## config.mk

```make
export PLATFORM = sky130hd
export DESIGN_NAME = load_return_buffer
export DESIGN_NICKNAME = d
export VERILOG_FILES = /design/src/rtl/lrb_pkg.sv /design/src/rtl/lrb_prio_pick.sv /design/src/rtl/lrb_latency_reg.sv /design/src/rtl/lrb_timebase.sv /design/src/rtl/lrb_slot.sv /design/src/rtl/load_return_buffer.sv
export SDC_FILE = /design/constraint.sdc
export NUM_CORES = 1
export LEC_CHECK = 0
export BUFFER_PORTS_ARGS = -buffer_cell sky130_fd_sc_hd__buf_2
export CORE_MARGIN = 2
export CORE_UTILIZATION = 40
export DETAILED_ROUTE_END_ITERATION = 10
export GPL_ROUTABILITY_DRIVEN = 0
export HOLD_SLACK_MARGIN = 0.15
export PLACE_DENSITY = 0.67
export SKIP_LAST_GASP = 1
export SYNTH_ARGS = -nofsm -noshare
export SYNTH_HDL_FRONTEND = slang
export SYNTH_SLANG_ARGS = --single-unit
```

## constraint.sdc

```tcl
create_clock -name clk -period 3.7 [get_ports clk]
set_input_delay 0.74 -clock clk [delete_from_list [all_inputs] [get_ports clk]]
set_output_delay 0.74 -clock clk [all_outputs]
set_load 0.005 [all_outputs]
```

## src/rtl/lrb_pkg.sv

```systemverilog
// Shared types for the fixed latency load return buffer.
// Assumes: nothing beyond standard SystemVerilog.
package lrb_pkg;

    // Life cycle of one buffer slot.
    typedef enum logic [1:0] {
        SLOT_IDLE = 2'd0,   // free for a new load
        SLOT_WAIT = 2'd1,   // load issued, memory data not yet back
        SLOT_HELD = 2'd2    // data back, waiting for its due cycle
    } slot_state_e;

endpackage

```

## src/rtl/lrb_prio_pick.sv

```systemverilog
// Lowest-index priority picker.
// Returns whether any request bit is set and the index of the lowest one.
// Assumes: IDX_W is wide enough to hold N-1.
module lrb_prio_pick #(
    parameter int N     = 8,
    parameter int IDX_W = 3
) (
    input  logic [N-1:0]     req_i,
    output logic             found_o,
    output logic [IDX_W-1:0] idx_o
);

    // Scan from the top down so the lowest set bit wins.
    always_comb begin
        found_o = 1'b0;
        idx_o   = '0;
        for (int i = N - 1; i >= 0; i--) begin
            if (req_i[i]) begin
                found_o = 1'b1;
                idx_o   = IDX_W'(i);
            end
        end
    end

endmodule

```

## src/rtl/lrb_latency_reg.sv

```systemverilog
// Software-written load latency register.
// A written value of zero is stored as one so every load takes at least
// one cycle. Assumes LAT_RESET is non-zero.
module lrb_latency_reg #(
    parameter int LAT_W     = 5,
    parameter int LAT_RESET = 4
) (
    input  logic             clk,
    input  logic             rst_n,
    input  logic             we_i,
    input  logic [LAT_W-1:0] val_i,
    output logic [LAT_W-1:0] lat_o
);

    // Hold the latency, clamping a zero write up to one.
    always_ff @(posedge clk) begin
        if (!rst_n) begin
            lat_o <= LAT_W'(LAT_RESET);
        end else if (we_i) begin
            lat_o <= (val_i == '0) ? LAT_W'(1) : val_i;
        end
    end

endmodule

```

## src/rtl/lrb_timebase.sv

```systemverilog
// Schedule time base. Counts cycles in which the pipeline advances and
// holds while it is stalled. Assumes CNT_W is at least one bit wider than
// the latency field so a due time never aliases a pending one.
module lrb_timebase #(
    parameter int CNT_W = 6
) (
    input  logic             clk,
    input  logic             rst_n,
    input  logic             advance_i,
    output logic [CNT_W-1:0] now_o
);

    // Step the time base only on cycles the pipeline moves.
    always_ff @(posedge clk) begin
        if (!rst_n) begin
            now_o <= '0;
        end else if (advance_i) begin
            now_o <= now_o + CNT_W'(1);
        end
    end

endmodule

```

## src/rtl/lrb_slot.sv

```systemverilog
// One outstanding-load slot: due time, destination and returned data.
// Captures a response whose tag equals SLOT_ID while waiting, and is freed
// when the top selects it for writeback. Assumes alloc_i is only raised
// while the slot is idle and release_i only while it holds data.
module lrb_slot #(
    parameter int DATA_W  = 32,
    parameter int DEST_W  = 5,
    parameter int CNT_W   = 6,
    parameter int TAG_W   = 3,
    parameter int SLOT_ID = 0
) (
    input  logic              clk,
    input  logic              rst_n,
    input  logic              alloc_i,
    input  logic [CNT_W-1:0]  due_i,
    input  logic [DEST_W-1:0] dest_i,
    input  logic              rsp_valid_i,
    input  logic [TAG_W-1:0]  rsp_tag_i,
    input  logic [DATA_W-1:0] rsp_data_i,
    input  logic              release_i,
    input  logic [CNT_W-1:0]  now_i,
    output logic              busy_o,
    output logic              held_o,
    output logic              due_now_o,
    output logic [DEST_W-1:0] dest_o,
    output logic [DATA_W-1:0] data_o
);

    localparam logic [TAG_W-1:0] MY_TAG = TAG_W'(SLOT_ID);

    lrb_pkg::slot_state_e state_q;
    logic [CNT_W-1:0]     due_q;
    logic                 rsp_hit;

    assign rsp_hit = rsp_valid_i && (rsp_tag_i == MY_TAG);

    // Move the slot through idle, waiting and holding.
    always_ff @(posedge clk) begin
        if (!rst_n) begin
            state_q <= lrb_pkg::SLOT_IDLE;
        end else if (alloc_i) begin
            state_q <= lrb_pkg::SLOT_WAIT;
        end else if (release_i) begin
            state_q <= lrb_pkg::SLOT_IDLE;
        end else if (state_q == lrb_pkg::SLOT_WAIT && rsp_hit) begin
            state_q <= lrb_pkg::SLOT_HELD;
        end
    end

    // Record due time and destination when the load is issued.
    always_ff @(posedge clk) begin
        if (!rst_n) begin
            due_q  <= '0;
            dest_o <= '0;
        end else if (alloc_i) begin
            due_q  <= due_i;
            dest_o <= dest_i;
        end
    end

    // Capture memory data for this tag while the slot waits for it.
    always_ff @(posedge clk) begin
        if (!rst_n) begin
            data_o <= '0;
        end else if (state_q == lrb_pkg::SLOT_WAIT && rsp_hit) begin
            data_o <= rsp_data_i;
        end
    end

    assign busy_o    = (state_q != lrb_pkg::SLOT_IDLE);
    assign held_o    = (state_q == lrb_pkg::SLOT_HELD);
    assign due_now_o = busy_o && (due_q == now_i);

endmodule

```

## src/rtl/load_return_buffer.sv

```systemverilog
// Fixed latency load return buffer.
// Gives each issued load a slot tag and a due time (time base plus the
// programmed latency), parks early data until the due time, and stalls the
// pipeline while a due load has no data or more than one load is due.
// Assumes: one issue and one response per cycle; the time base freezes
// during stall so due times stay aligned with the static schedule.
module load_return_buffer #(
    parameter int NUM_SLOTS = 8,
    parameter int DATA_W    = 32,
    parameter int DEST_W    = 5,
    parameter int LAT_W     = 5,
    parameter int LAT_RESET = 4,
    localparam int TAG_W    = (NUM_SLOTS > 1) ? $clog2(NUM_SLOTS) : 1,
    localparam int CNT_W    = LAT_W + 1
) (
    input  logic              clk,
    input  logic              rst_n,
    input  logic              lat_we,
    input  logic [LAT_W-1:0]  lat_val,
    input  logic              iss_valid,
    input  logic [DEST_W-1:0] iss_dest,
    output logic              iss_ready,
    output logic [TAG_W-1:0]  iss_tag,
    input  logic              rsp_valid,
    input  logic [TAG_W-1:0]  rsp_tag,
    input  logic [DATA_W-1:0] rsp_data,
    output logic              wb_valid,
    output logic [DEST_W-1:0] wb_dest,
    output logic [DATA_W-1:0] wb_data,
    output logic              stall
);

    logic [LAT_W-1:0]     lat_q;
    logic [CNT_W-1:0]     now;
    logic [CNT_W-1:0]     alloc_due;
    logic [NUM_SLOTS-1:0] busy;
    logic [NUM_SLOTS-1:0] held;
    logic [NUM_SLOTS-1:0] due_now;
    logic [NUM_SLOTS-1:0] ready_due;
    logic [NUM_SLOTS-1:0] late_due;
    logic [DEST_W-1:0]    dest_arr [NUM_SLOTS];
    logic [DATA_W-1:0]    data_arr [NUM_SLOTS];
    logic                 free_found;
    logic [TAG_W-1:0]     free_idx;
    logic                 wb_found;
    logic [TAG_W-1:0]     wb_idx;
    logic                 accept;
    logic                 multi_due;

    lrb_latency_reg #(
        .LAT_W     (LAT_W),
        .LAT_RESET (LAT_RESET)
    ) i_lat (
        .clk   (clk),
        .rst_n (rst_n),
        .we_i  (lat_we),
        .val_i (lat_val),
        .lat_o (lat_q)
    );

    lrb_timebase #(
        .CNT_W (CNT_W)
    ) i_time (
        .clk       (clk),
        .rst_n     (rst_n),
        .advance_i (!stall),
        .now_o     (now)
    );

    // Free-slot search: lowest idle slot becomes the next tag.
    lrb_prio_pick #(
        .N     (NUM_SLOTS),
        .IDX_W (TAG_W)
    ) i_free_pick (
        .req_i   (~busy),
        .found_o (free_found),
        .idx_o   (free_idx)
    );

    // Writeback search: lowest due slot that already holds data.
    lrb_prio_pick #(
        .N     (NUM_SLOTS),
        .IDX_W (TAG_W)
    ) i_wb_pick (
        .req_i   (ready_due),
        .found_o (wb_found),
        .idx_o   (wb_idx)
    );

    assign alloc_due = now + CNT_W'(lat_q);
    assign accept    = iss_valid && iss_ready;

    generate
        for (genvar s = 0; s < NUM_SLOTS; s++) begin : g_slot
            lrb_slot #(
                .DATA_W  (DATA_W),
                .DEST_W  (DEST_W),
                .CNT_W   (CNT_W),
                .TAG_W   (TAG_W),
                .SLOT_ID (s)
            ) i_slot (
                .clk         (clk),
                .rst_n       (rst_n),
                .alloc_i     (accept && (free_idx == TAG_W'(s))),
                .due_i       (alloc_due),
                .dest_i      (iss_dest),
                .rsp_valid_i (rsp_valid),
                .rsp_tag_i   (rsp_tag),
                .rsp_data_i  (rsp_data),
                .release_i   (wb_found && (wb_idx == TAG_W'(s))),
                .now_i       (now),
                .busy_o      (busy[s]),
                .held_o      (held[s]),
                .due_now_o   (due_now[s]),
                .dest_o      (dest_arr[s]),
                .data_o      (data_arr[s])
            );
        end
    endgenerate

    // Classify due slots and derive the stall condition.
    always_comb begin
        ready_due = due_now & held;
        late_due  = due_now & ~held;
        multi_due = |(due_now & (due_now - NUM_SLOTS'(1)));
        stall     = (|late_due) || multi_due;
    end

    // Drive the issue and writeback ports.
    always_comb begin
        iss_ready = free_found && !stall;
        iss_tag   = free_idx;
        wb_valid  = wb_found;
        wb_dest   = dest_arr[wb_idx];
        wb_data   = data_arr[wb_idx];
    end

endmodule

```

==> flow_summary.json, run 1 <==
{
  "worst_setup_path_startpoint": "i_time.now_o[4]",
  "hold_path_origin": "lat_val[2]",
  "max_slew.worst_pin.slew_ns": 1.13,
  "ir_worst_vdd_uv": 313,
  "drive_above_1_share": 0.204,
  "synth_area_per_cell_sq_um": 8.32,
  "violations": "setup timing",
  "rr_startpoint": "i_time.now_o[3]",
  "first_iter_violations": 1247,
  "hpwlAfterDp_um": 33800,
  "initial_utilization": 0.406,
  "synth_cells": 2108,
  "finalSetupViolCount": 39,
  "outcome": "finished, violations left",
  "drt-wirelength-per-cell_um": 19.7,
  "boundaryPins": 93,
  "hold_buffers": 0,
  "timing.final.ws_setup_ns": -0.570,
  "core_region_area_sq_um": 43200,
  "drc_errors": 0,
  "dr_total_vias": 15600,
  "timing.critical_path.cells": "buf_6 > xnor2_4 > nand4_4 > or4_4 > o211ai_1 > nand3_4 > buf_6 > buf_12 > o21ai_4 > nor2_4 > buf_8 > a221o_1 > o21a_1 > buf_2",
  "finalCoreUtilization": 0.503,
  "hold_vio_cnt_final": 0,
  "worst_clock_skew_ns": 0.0265,
  "cap_viol_max_count": 0,
  "worstSetupEndpointType": "output pin",
  "synth_largest_area_cell": "dfxtp_1",
  "cts_htree_levels": 2,
  "dr.pass1.iters": 5,
  "first_global_vias": 15300,
  "critical_path_source_type": "flip-flop",
  "yosys-top-cells-count": "nand2_1 (671), dfxtp_1 (371), a21boi_0 (259)",
  "first_pass_grt_wire_length_um": 86100,
  "synth-edff-count": 0,
  "synthMostInstantiatedCell": "nand2_1",
  "number_of_nets_produced_by_synthesis": 2165,
  "fmaxAchievable_ghz": 0.234,
  "cp_data_arrival_time_ns": 3.53,
  "cts_max_path_buffers": 3,
  "viasPerCell": 5.44,
  "most_frequent_cell_on_the_critical_path": "buf_6",
  "drt.antenna.violating_nets": 0,
  "antenna_found_initial": 3,
  "grt_remaining_overflow": 0,
  "synthesis.yosys.warnings": 0,
  "die_area_sq_um": 45600,
  "postPlaceCellArea_sq_um": 18900,
  "tritoncts": "built",
  "clk_pin_slew_ns": 0.06,
  "die_x_um": 213,
  "post-route-cell-area_sq_um": 21700,
  "synthDominantCellAreaShare": 0.423,
  "postRouteWirelength_um": 56200,
  "layoutNonFillerInstCount": 2862,
  "total_buffers_and_inverters_traversed_by_the_critical_path": 5,
  "die_h_um": 213,
  "number_of_nets_at_the_end_of_the_flow": 2303,
  "async_reset_ff_frac": 0,
  "cp_slowest_cell": "or4_4",
  "placed_cells_incl_taps": 2721,
  "fin_crit_period_ns": 4.27,
  "clk_sink_count": 371,
  "relSlewSlack": 0.245,
  "postSynthRegisterBits": 371,
  "largest_net_degree_at_the_start_of_global_routing": 105,
  "final_max_slew_viol_count": 0,
  "cts_inserted_buffers": 41,
  "worstSetupPathType": "reg2out",
  "cpLargestDelayFamily": "compound AO/OA/AOI/OAI gates",
  "port_buffers": 92,
  "pwr_density_cell_nw_per_um2": 420,
  "cp_max_fo": 6,
  "seq_area_frac_synth": 0.423,
  "setup_repair_after_global_routing_missed_its_margin": "yes",
  "synth_cell_type_count": 70,
  "worst_hold_path_type": "in2reg",
  "p_leak_uw": 0.00860,
  "max_stage_delay_ns": 0.44,
  "syn-cell-area_sq_um": 17500,
  "post_synth_main_area_contributors": "dfxtp_1 (42%), nand2_1 (14%), a21boi_0 (11%)",
  "cp_data_required_time_ns": 2.96,
  "synthFlopType": "dfxtp_1",
  "grt_use_total": 0.243,
  "layout_worst_path_cycle_share": 1.15,
  "clk-insertion-delay-late_ns": 0.57,
  "flow.area_growth_from_synthesis_pct": 23.8,
  "clockRootBuffer": "clkbuf_16",
  "placement_rows": 76
}
-- registers in the layout (all words and copies together), names as in the netlist --
register	cells
g_slot.i_slot.dest_o	40
g_slot.i_slot.data_o	256
g_slot.i_slot.state_q	16
i_lat.lat_o	5
i_time.now_o	6
g_slot.i_slot.due_q	48
-- kinds of logic (layout without fill, tap and decap cells) --
kind of cell,after synthesis,after routing,share of synthesized area
compound gates,488,488,0.190
xor+xnor,55,55,0.0275
fa+ha+maj,7,7,0.00542
buf+inv,197,364,0.0560
flops,371,371,0.423
mux,176,176,0.102
other cells,0,1,0
simple gates,814,815,0.196
-- where the power goes --
| group | total [uW] | switching [uW] | leakage (uW) | internal, uW |
|---|---|---|---|---|
| combinational | 996 | 561 | 0.00497 | 435 |
| clock | 4030 | 1690 | 0.000632 | 2340 |
| sequential | 4090 | 44.7 | 0.00300 | 4050 |
-- worst paths after layout --
check	endpoint	slack, ns	cells after the start
worst min register to register	g_slot[4].i_slot.dest_o[2]	0.46	2
worst max-delay path	wb_data[17]	-0.57	14
worst max register to register	g_slot[3].i_slot.due_q[4]	0.38	17
worst min-delay path	i_lat.lat_o[2]	0.44	3
-- layout by cell type (no fill, tap or decap), types with 7 or more instances in the layout --
master / count
buf_4: 128
o21ai_1: 58
a21oi_1: 37
xnor2_2: 7
o21a_1: 12
clkbuf_1: 16
xnor2_1: 9
nand2_1: 668
a21oi_2: 11
mux2i_1: 160
nor3_1: 7
a221oi_1: 7
nand4_1: 10
dfxtp_1: 365
o21ai_0: 36
inv_1: 12
xor2_1: 31
nor2_1: 37
a21boi_0: 259
buf_2: 91
clkbuf_16: 43
o22ai_1: 10
buf_6: 26
nand2b_1: 9
buf_12: 24
a221oi_2: 12
nor2b_1: 10
-- routing by layer --
layer  part of all wire  wire, um  vias up  track usage
met4              0.031      1730        4       0.0905
met2               0.47     26700      613        0.408
met1               0.42     23600     7467        0.310
li1                   -         -     7355            -
met3              0.076      4280      124       0.0475
met5            0.00043        24        -            0
-- layout make-up --
type | instances | area [sq um]
clock inverter | 10 | 118
fill | 3964 | 21500
sequential | 371 | 7450
clock buffer | 63 | 1180
timing repair buffer | 278 | 2360
multi-input combinational | 1541 | 9830
inverter | 13 | 48.8
tap | 585 | 732
antenna | 1 | 2.50
-- stage by stage --
stage	worst slack, ns	setup TNS (ns)	hold slack [ns]	power [uW]
floorplan	0.455	0	0.435	4710
global placement	-0.305	-1.38	0.444	4960
detailed placement	-0.329	-1.85	0.454	4970
CTS	-0.502	-14.62	0.420	9060
global route	-0.652	-20.08	0.441	9400
finish	-0.570	-16.06	0.439	9120
-- worst register-to-register path, stage by stage, from the launching register on --
cell	delay, ns
dfxtp_4	0.37
buf_8	0.14
buf_4	0.14
buf_6	0.12
xnor2_2	0.13
nand2_2	0.10
buf_6	0.13
buf_6	0.11
or3_4	0.33
o211ai_1	0.14
o31a_1	0.22
o2111a_2	0.27
nor2_4	0.06
buf_4	0.14
buf_4	0.21
nand4_1	0.12
buf_4	0.28
mux2i_1	0.24
-- repair_timing --
action | 4_1_cts | 5_1_grt
endpoints found under the hold margin | 0 | 0
gates cloned | 3 | 1
pin swaps | 45 | 51
setup endpoints to repair | 39 | 39
setup buffers | 42 | 23
resized for setup | 146 | 90
No activity file was read; power rests on OpenSTA's default activity.
==> run 2, diff against run 1 <==
--- a/config.mk
+++ b/config.mk
@@ -8,6 +8,7 @@
 export BUFFER_PORTS_ARGS = -buffer_cell sky130_fd_sc_hd__buf_2
 export CORE_MARGIN = 2
 export CORE_UTILIZATION = 40
+export CTS_BUF_LIST = sky130_fd_sc_hd__clkbuf_8
 export DETAILED_ROUTE_END_ITERATION = 10
 export GPL_ROUTABILITY_DRIVEN = 0
 export HOLD_SLACK_MARGIN = 0.15
==> run 2 against run 1 <==
Against the previous run: the run still ends with setup timing left; sequential power hardly changed; utilization is 0.52 points higher; setup slack worse by 0.042 ns; register-to-register slack better by 0.26 ns; die area did not move; critical path type unchanged.
==> flow_summary.json, run 2 (synthesis results as in run 1) <==
{
  "outcome": "finished, violations left",
  "violations": "setup timing",
  "drc_errors": 0,
  "worst_hold_path_type": "in2reg",
  "setup_total_negative_slack_ns": -19.13,
  "relSlewSlack": 0.244,
  "clk-insertion-delay-late_ns": 0.63,
  "layout_worst_path_cycle_share": 1.17,
  "first_pass_grt_wire_length_um": 86200,
  "final_max_slew_viol_count": 0,
  "p_leak_uw": 0.00885,
  "timing.rr.end": "g_slot[3].i_slot.dest_o[1]",
  "drive_above_1_share": 0.224,
  "fin_crit_period_ns": 4.31,
  "boundaryPins": 93,
  "max_flop_register": "g_slot.i_slot.data_o",
  "reg2reg_depth": 14,
  "worst-r2r-setup-slack_ns": 0.64,
  "cp_data_arrival_time_ns": 3.57,
  "cap_viol_max_count": 0,
  "cts_max_path_buffers": 3,
  "hold_path_end": "i_lat.lat_o[2]",
  "pwr_density_cell_nw_per_um2": 407,
  "cts_inserted_buffers": 66,
  "max_slew.worst_pin.slew_ns": 1.13,
  "max_stage_delay_ns": 0.47,
  "placed_cells_incl_taps": 2721,
  "postRouteWirelength_um": 56800,
  "dr_total_vias": 15800,
  "grt_remaining_overflow": 0,
  "largest_register_ff_count": 256,
  "cp_slowest_cell": "or3_4",
  "worstSetupEndpointType": "output pin",
  "grt_use_total": 0.243,
  "fmaxAchievable_ghz": 0.232,
  "hold_path_origin": "lat_val[2]",
  "initial_utilization": 0.406,
  "hold_buffers": 0,
  "drt.antenna.violating_nets": 0,
  "core_region_area_sq_um": 43200,
  "layout_common_cells": "nand2_1 (663), dfxtp_1 (365), a21boi_0 (259)",
  "cp_max_fo": 6,
  "die_x_um": 213,
  "critical_path_source_type": "flip-flop",
  "tritoncts": "built",
  "cp_data_required_time_ns": 2.96,
  "design_power_total_uw": 8920,
  "hpwlAfterDp_um": 33800,
  "finalCoreUtilization": 0.508,
  "die_h_um": 213,
  "fill_cells": 3948,
  "viasPerCell": 5.39,
  "clk_sink_count": 371,
  "antenna_found_initial": 4,
  "rr_startpoint": "i_time.now_o[3]",
  "ir_worst_vdd_uv": 218,
  "cts_htree_levels": 3,
  "worst_clock_skew_ns": 0.0299,
  "timing.final.ws_setup_ns": -0.611,
  "layoutNonFillerInstCount": 2922,
  "drt-wirelength-per-cell_um": 19.4,
  "reg.largest.list": "g_slot.i_slot.data_o x256, g_slot.i_slot.due_q x48, g_slot.i_slot.dest_o x40",
  "min_path_cells": 3,
  "clk_pin_slew_ns": 0.06,
  "port_buffers": 92,
  "most_common_cell_after_layout_fill_and_taps_aside": "nand2_1",
  "flow.area_growth_from_synthesis_pct": 25.0,
  "first_global_vias": 15400,
  "first_iter_violations": 1309,
  "finalSetupViolCount": 38,
  "timing.critical_path.cells": "buf_6 > xor2_2 > nor4_2 > nand4b_1 > and4bb_2 > or3_4 > buf_12 > buf_4 > a221oi_1 > o21ai_0 > o21a_1 > buf_2",
  "worstSetupPathType": "reg2out",
  "clockRootBuffer": "clkbuf_8",
  "hold_vio_cnt_final": 0,
  "dr.pass1.iters": 6,
  "setup_repair_after_global_routing_missed_its_margin": "yes",
  "placement_rows": 76,
  "largest_net_degree_at_the_start_of_global_routing": 105,
  "die_area_sq_um": 45600,
  "number_of_nets_at_the_end_of_the_flow": 2347
}
==> run 2: cell count changes in the layout (fill, tap and decap cells not counted), sizes merged <==
cell	before	now
buf	277	294
diode	1	2
clkinvlp	1	2
clkinv	6	4
clkbuf	64	86
inv	14	37
bufinv	2	0
==> run 2: how the worst max path moves through the flow <==
| stage | start | endpoint | slack [ns] | cells after the start |
|---|---|---|---|---|
| floorplan | i_time.now_o[0] | wb_data[10] | 0.45 | 8 |
| global placement | i_time.now_o[0] | wb_data[2] | -0.30 | 12 |
| detailed placement | i_time.now_o[1] | wb_data[2] | -0.33 | 12 |
| CTS | i_time.now_o[5] | wb_data[22] | -0.62 | 13 |
| global route | i_time.now_o[4] | wb_data[25] | -0.74 | 14 |
| finish | i_time.now_o[3] | wb_data[25] | -0.61 | 12 |
==> run 2: power by group <==
group / total, uW / switching [uW] / internal, uW
Combinational: 1020 / 577 / 443
Clock: 3810 / 1780 / 2040
Sequential: 4090 / 41.9 / 4050
==> run 2: layer usage <==
| layer | track usage | up-vias | wire length, um |
|---|---|---|---|
| met5 | 0 | - | 22 |
| met4 | 0.0965 | 4 | 1920 |
| met3 | 0.0457 | 143 | 4170 |
| met2 | 0.406 | 631 | 26900 |
| met1 | 0.310 | 7537 | 23800 |
| li1 | - | 7447 | - |
==> run 2: timing repair <==
action                     CTS  global route
gates cloned                 1             4
pin swaps                   41            67
resized for setup          108           150
setup endpoints to repair   39            39
buffers inserted            43            41
==> run 2: metrics by stage <==
| step | hold WS [ns] | cell area (sq um) | setup WS (ns) |
|---|---|---|---|
| 2_1_floorplan | 0.435 | 17500 | 0.455 |
| 3_3_place_gp | 0.444 | 18900 | -0.305 |
| 3_5_place_dp | 0.454 | 18900 | -0.329 |
| 4_1_cts | 0.311 | 21000 | -0.623 |
| 5_1_grt | 0.338 | 21900 | -0.737 |
| 6_report | 0.358 | 21900 | -0.611 |
==> run 2: critical path, delay by kind of cell, from the launching register on <==
family,cells,cell delay (ns)
and+or+nand+nor,4,1.35
buffers and inverters,4,0.60
AOI/OAI and AO/OA,3,0.49
DFF,1,0.36
xor gates and xnor gates,1,0.14
==> run 2: cell type report <==
type | count | area [sq um] | share of cell area
clock inverters | 30 | 168 | 0.00764
repair buffers | 297 | 2580 | 0.117
diodes | 2 | 5.00 | 0.000228
well taps | 585 | 732 | 0.0334
multi-input cells | 1541 | 9820 | 0.448
flip-flops and latches | 371 | 7440 | 0.339
inverters | 13 | 48.8 | 0.00222
clock buffers | 83 | 1140 | 0.0521
